[src/rtl/noise_pkg.sv]
package noise_pkg;
   localparam int NZ_SEL_W   = 4;
   localparam int NZ_TBL_W   = 12;
   localparam int NZ_MAX_PER = 4068;

   function automatic logic [NZ_TBL_W-1:0] nz_period(input logic [NZ_SEL_W-1:0] code);
      logic [NZ_TBL_W-1:0] p;
      case (code)
         4'd0:    p = 12'd4;
         4'd1:    p = 12'd8;
         4'd2:    p = 12'd16;
         4'd3:    p = 12'd32;
         4'd4:    p = 12'd64;
         4'd5:    p = 12'd96;
         4'd6:    p = 12'd128;
         4'd7:    p = 12'd160;
         4'd8:    p = 12'd202;
         4'd9:    p = 12'd254;
         4'd10:   p = 12'd380;
         4'd11:   p = 12'd508;
         4'd12:   p = 12'd762;
         4'd13:   p = 12'd1016;
         4'd14:   p = 12'd2034;
         default: p = 12'd4068;
      endcase
      return p;
   endfunction
endpackage

[src/rtl/nz_timer.sv]
module nz_timer
   import noise_pkg::*;
#(
   parameter int CNT_W = 12,
   parameter int SEL_W = 4
) (
   input  logic             clk,
   input  logic             rst_n,
   input  logic [SEL_W-1:0] sel,
   output logic             expire
);
   localparam logic [CNT_W-1:0] ONE = CNT_W'(1);

   generate
      if (CNT_W < NZ_TBL_W) begin : g_bad_cnt
         $error("nz_timer: CNT_W too narrow for the period table");
      end
      if (SEL_W != NZ_SEL_W) begin : g_bad_sel
         $error("nz_timer: SEL_W must match the table index width");
      end
   endgenerate

   logic [CNT_W-1:0] cnt;

   assign expire = (cnt == ONE);

   always_ff @(posedge clk or negedge rst_n) begin
      if (!rst_n)      cnt <= ONE;
      else if (expire) cnt <= CNT_W'(nz_period(sel));
      else             cnt <= cnt - ONE;
   end

   p_first_expiry_r2: assert property (@(posedge clk) disable iff (!rst_n)
      $rose(rst_n) |-> expire);

   p_count_bound_r5: assert property (@(posedge clk) disable iff (!rst_n)
      (cnt != '0) && (cnt <= CNT_W'(NZ_MAX_PER)));

   p_countdown_r5: assert property (@(posedge clk) disable iff (!rst_n)
      !expire |=> cnt == $past(cnt) - ONE);
endmodule

[src/rtl/nz_lfsr.sv]
module nz_lfsr #(
   parameter int W         = 15,
   parameter int TAP_LONG  = 1,
   parameter int TAP_SHORT = 6
) (
   input  logic clk,
   input  logic rst_n,
   input  logic step,
   input  logic short_sel,
   output logic lsb
);
   generate
      if (TAP_LONG < 1 || TAP_LONG >= W) begin : g_bad_long
         $error("nz_lfsr: TAP_LONG out of range");
      end
      if (TAP_SHORT < 1 || TAP_SHORT >= W) begin : g_bad_short
         $error("nz_lfsr: TAP_SHORT out of range");
      end
   endgenerate

   logic [W-1:0] q;
   logic [W-1:0] nxt;
   logic         fb;

   assign fb = q[0] ^ (short_sel ? q[TAP_SHORT] : q[TAP_LONG]);

   generate
      for (genvar i = 0; i < W - 1; i++) begin : g_shift
         assign nxt[i] = q[i+1];
      end
   endgenerate
   assign nxt[W-1] = fb;

   always_ff @(posedge clk or negedge rst_n) begin
      if (!rst_n)    q <= W'(1);
      else if (step) q <= nxt;
   end

   assign lsb = q[0];

   p_long_tap_r3: assert property (@(posedge clk) disable iff (!rst_n)
      step && !short_sel |=> q[W-1] == ($past(q[0]) ^ $past(q[TAP_LONG])));

   p_short_tap_r4: assert property (@(posedge clk) disable iff (!rst_n)
      step && short_sel |=> q[W-1] == ($past(q[0]) ^ $past(q[TAP_SHORT])));

   p_shift_right_r3: assert property (@(posedge clk) disable iff (!rst_n)
      step |=> q[W-2:0] == $past(q[W-1:1]));

   p_hold_between_r5: assert property (@(posedge clk) disable iff (!rst_n)
      !step |=> $stable(q));

   always_ff @(posedge clk) begin
      if (rst_n) begin
         p_nonzero_r3: assert (q != '0) else $error("shift register reached zero");
      end
   end
endmodule

[src/rtl/nz_gate.sv]
module nz_gate #(
   parameter int VOL_W = 4
) (
   input  logic             lsb,
   input  logic             enable,
   input  logic [VOL_W-1:0] volume,
   output logic [VOL_W-1:0] amp
);
   always_comb begin
      if (enable && !lsb) amp = volume;
      else                amp = '0;
   end
endmodule

[src/rtl/noise_lfsr_chan.sv]
module noise_lfsr_chan #(
   parameter int LFSR_W    = 15,
   parameter int SEL_W     = 4,
   parameter int VOL_W     = 4,
   parameter int CNT_W     = 12,
   parameter int TAP_LONG  = 1,
   parameter int TAP_SHORT = 6
) (
   input  logic             clk,
   input  logic             rst_n,
   input  logic [SEL_W-1:0] period_sel,
   input  logic             short_mode,
   input  logic [VOL_W-1:0] volume,
   input  logic             enable,
   output logic [VOL_W-1:0] amp
);
   logic expire;
   logic lsb;

   nz_timer #(.CNT_W(CNT_W), .SEL_W(SEL_W)) timer_i (
      .clk    (clk),
      .rst_n  (rst_n),
      .sel    (period_sel),
      .expire (expire)
   );

   nz_lfsr #(.W(LFSR_W), .TAP_LONG(TAP_LONG), .TAP_SHORT(TAP_SHORT)) lfsr_i (
      .clk       (clk),
      .rst_n     (rst_n),
      .step      (expire),
      .short_sel (short_mode),
      .lsb       (lsb)
   );

   nz_gate #(.VOL_W(VOL_W)) gate_i (
      .lsb    (lsb),
      .enable (enable),
      .volume (volume),
      .amp    (amp)
   );

   p_mute_r7: assert property (@(posedge clk) disable iff (!rst_n)
      !enable |-> amp == '0);

   p_open_gate_r6: assert property (@(posedge clk) disable iff (!rst_n)
      enable && !lsb |-> amp == volume);

   p_closed_gate_r6: assert property (@(posedge clk) disable iff (!rst_n)
      lsb |-> amp == '0);
endmodule

[config.mk]
export PLATFORM = sky130hd
export DESIGN_NAME = noise_lfsr_chan
export DESIGN_NICKNAME = d
export VERILOG_FILES = /design/src/rtl/noise_pkg.sv /design/src/rtl/nz_timer.sv /design/src/rtl/nz_lfsr.sv /design/src/rtl/nz_gate.sv /design/src/rtl/noise_lfsr_chan.sv
export SDC_FILE = /design/constraint.sdc
export NUM_CORES = 1
export LEC_CHECK = 0
export BUFFER_PORTS_ARGS = -buffer_cell sky130_fd_sc_hd__buf_2
export CAP_MARGIN = 20
export CORE_MARGIN = 2
export CORE_UTILIZATION = 25
export CTS_CLUSTER_SIZE = 12
export DETAILED_ROUTE_END_ITERATION = 6
export MAX_ROUTING_LAYER = met4
export PLACE_DENSITY = 0.52
export REMOVE_ABC_BUFFERS = 1
export SETUP_SLACK_MARGIN = 0.05
export SLEW_MARGIN = 20
export SYNTH_ARGS = -nofsm -noshare
export SYNTH_HDL_FRONTEND = slang
export SYNTH_SLANG_ARGS = --single-unit
[constraint.sdc]
create_clock -name clk -period 1.6 [get_ports clk]
set_input_delay 0.24 -clock clk [delete_from_list [all_inputs] [get_ports clk]]
set_output_delay 0.24 -clock clk [all_outputs]
set_load 0.1 [all_outputs]
==> results.ini <==
[floorplan]
core_region_area_um2=5574
die_w_um=80.49
ios=16
die_area_um2=6479
fp-row-count=27
initial_core_util_pct=26.24
die_y_um=80.49

[placement]
gp_congestion=0.8252
place_ws_ps=-53.60
dp_hpwl_um=1968
dp.cells=213
port_buffers=15

[timing]
slew_headroom_pct=59.38
rsz0062_at_grt=true
period_share_pct=98.23
fin_skew_ps=4.993
drv_slew=0
worstMarginPinSlew_ps=609.3
setup_viol=0
max_freq_mhz=636.3
final_hold_viol_count=0
setup_ws_ps=28.32
fin_crit_ps=1572

[setup_path]
critPathArrivalTime_ps=1740
critical_path_class=flip-flop to flip-flop
endpoint_kind=flip-flop
critical_path_required_ps=1770
crit_fanout=17
startpoint_type=flip-flop

[synth]
synth_cell_type_count=40
synth.area.top_cells=dfrtp_1 (43%), mux2_2 (6.2%), mux2_4 (6.2%)
syn_area_per_cell_um2=11.52
async_reset_ff_share_pct=100.0
syn-cell-area_um2=1463
synth_ff_type=dfrtp_1
synthCells=127
ys_warn_count=0
ys_seq_elements=27
synth.yosys.seq_area_share_pct=46.36
synth_top_area_share_pct=42.77
netlist.top_cell.by_area=dfrtp_1
netlist_top_cells_count=dfrtp_1 (25), a21oi_1 (11), mux2_2 (8), xnor2_1 (7)
synth_edf_count=0
synth.most_common_cell=dfrtp_1

[power_and_ir_drop]
power.density_nw_per_um2=1154
p_leak_nw=0.8531
ir_worst_vdd_uv=603.0

[hold_path]
hp-class=primary input to flip-flop

[grt]
grt_pass1_wl_um=4802
grt_max_degree=28
antenna_found_initial=0
grt.total_usage_pct=9.762
grt_pass1_vias=1040
grt_overflow=0

[detailed_routing]
drt_iter0_markers=85
dr.pass1.iters=4
routed_wl_um=2961
postRouteAntennaNets=0
drc_errors=0
viasPerCell=4.672
wl_per_cell_um=12.93
vias=1070

[final_layout]
fillers=568
num_antenna_cells=0
fin_nets=172
drive_gt1_share_pct=50.96
area_growth_pct=33.88
final_cells=229

[cts]
clk_pin_slew_ps=100
cts-root-buf=clkbuf_8
cts_buffers=3
clock_sinks=27
clock_latency_ps=270
cts_buffer_depth=2
cts-htree-levels=1
cts_tree=done

[flow_run]
maxCapViolCount=0

[status]
status=finished, final reports clean

==> sequential cells by signal, summed over array words and instances, names as in the netlist <==
name and flops:
lfsr_i.q 15, timer_i.cnt 12
==> final timing paths <==
path / to / slack [ps] / from / cells past startpoint
setup / recovery: lfsr_i.q[13] / 30 / timer_i.cnt[2] / 4
hold / removal: lfsr_i.q[14] / 360 / short_mode / 4
setup reg to reg: lfsr_i.q[13] / 30 / timer_i.cnt[2] / 4
hold reg to reg: lfsr_i.q[4] / 520 / lfsr_i.q[5] / 1
max in group asynchronous: timer_i.cnt[2] / 670 / rst_n / 2
min in group asynchronous: lfsr_i.q[11] / 500 / rst_n / 2
==> cell type report <==
class / instances / area, µm² / area share (%)
multi-input combinational: 91 / 830.8 / 42.43
sequential: 27 / 681.9 / 34.82
timing repair buffer: 33 / 297.8 / 15.21
tap: 72 / 90.09 / 4.601
clock buffer: 3 / 41.29 / 2.109
clock inverter: 1 / 8.758 / 0.4473
inverter: 2 / 7.507 / 0.3834
==> metrics by stage <==
step	utilization [%]	power, mW	hold WS [ps]	setup TNS, ps	area [µm²]
2_1_floorplan	-	1.412	-55.59	-2930	1420
3_3_place_gp	30.77	1.606	271.9	-14.39	1715
3_5_place_dp	30.77	1.629	281.7	-89.58	1715
4_1_cts	33.15	2.153	357.7	0	1848
5_1_grt	35.13	2.401	359.3	-186.6	1958
6_report	35.13	2.260	359.0	0	1958
==> critical path: stages, from the launching register on <==
cell and delay (ps):
dfrtp_2 460, nor4_4 340, nand4_4 170, buf_12 190
mux2_4 290
==> cell families (layout without fill, tap and decap cells) <==
| logic type | after synthesis | after routing | share of synthesized area (%) |
|---|---|---|---|
| AND/OR/NAND/NOR | 36 | 36 | 16.25 |
| AO/OA/AOI/OAI | 29 | 29 | 13.77 |
| flip-flops | 27 | 27 | 46.36 |
| multiplexers | 16 | 16 | 13.69 |
| buffers and inverters | 9 | 39 | 3.421 |
| XOR/XNOR | 8 | 8 | 4.791 |
| adder cells (fa/ha/maj) | 2 | 2 | 1.711 |
==> power by group <==
group | switching, mW | internal, mW
Combinational | 0.346 | 0.432
Clock | 0.223 | 0.183
Sequential | 0.229 | 0.847
Total | 0.798 | 1.46
==> per-layer routing <==
metal	track usage, %	vias to the layer above	wire length [µm]
li1	-	522	-
met1	12.03	527	1395
met2	16.00	19	1433
met3	2.472	2	105
met4	2.542	0	25
met5	-	-	0
==> cell usage in the layout, fill, tap and decap left out, types with 2 or more instances in the layout <==
| cell type | instances |
|---|---|
| buf_2 | 11 |
| clkbuf_8 | 3 |
| nand2_1 | 5 |
| buf_4 | 15 |
| dfrtp_2 | 3 |
| a31oi_1 | 3 |
| nand3_1 | 2 |
| a21oi_2 | 3 |
| dfrtp_1 | 22 |
| xnor2_1 | 7 |
| nand2b_1 | 2 |
| or4_4 | 2 |
| nor3_4 | 2 |
| mux2i_1 | 2 |
| nor2_1 | 5 |
| mux2_2 | 8 |
| o21ai_0 | 3 |
| dfstp_2 | 2 |
| nor3_2 | 4 |
| buf_12 | 6 |
| mux2_4 | 6 |
| or3_1 | 2 |
| inv_2 | 2 |
| a21oi_1 | 10 |
| and2_1 | 5 |
==> what timing repair did <==
item | 4_1_cts | 5_1_grt
gates resized for setup | 10 | 13
hold buffers | 1 | 0
endpoints found under the setup margin | 17 | 30
hold endpoints to repair | 25 | 0
setup buffers | 5 | 6
pin swaps | 3 | 5
Note: power is estimated with default switching activity, not from simulation.
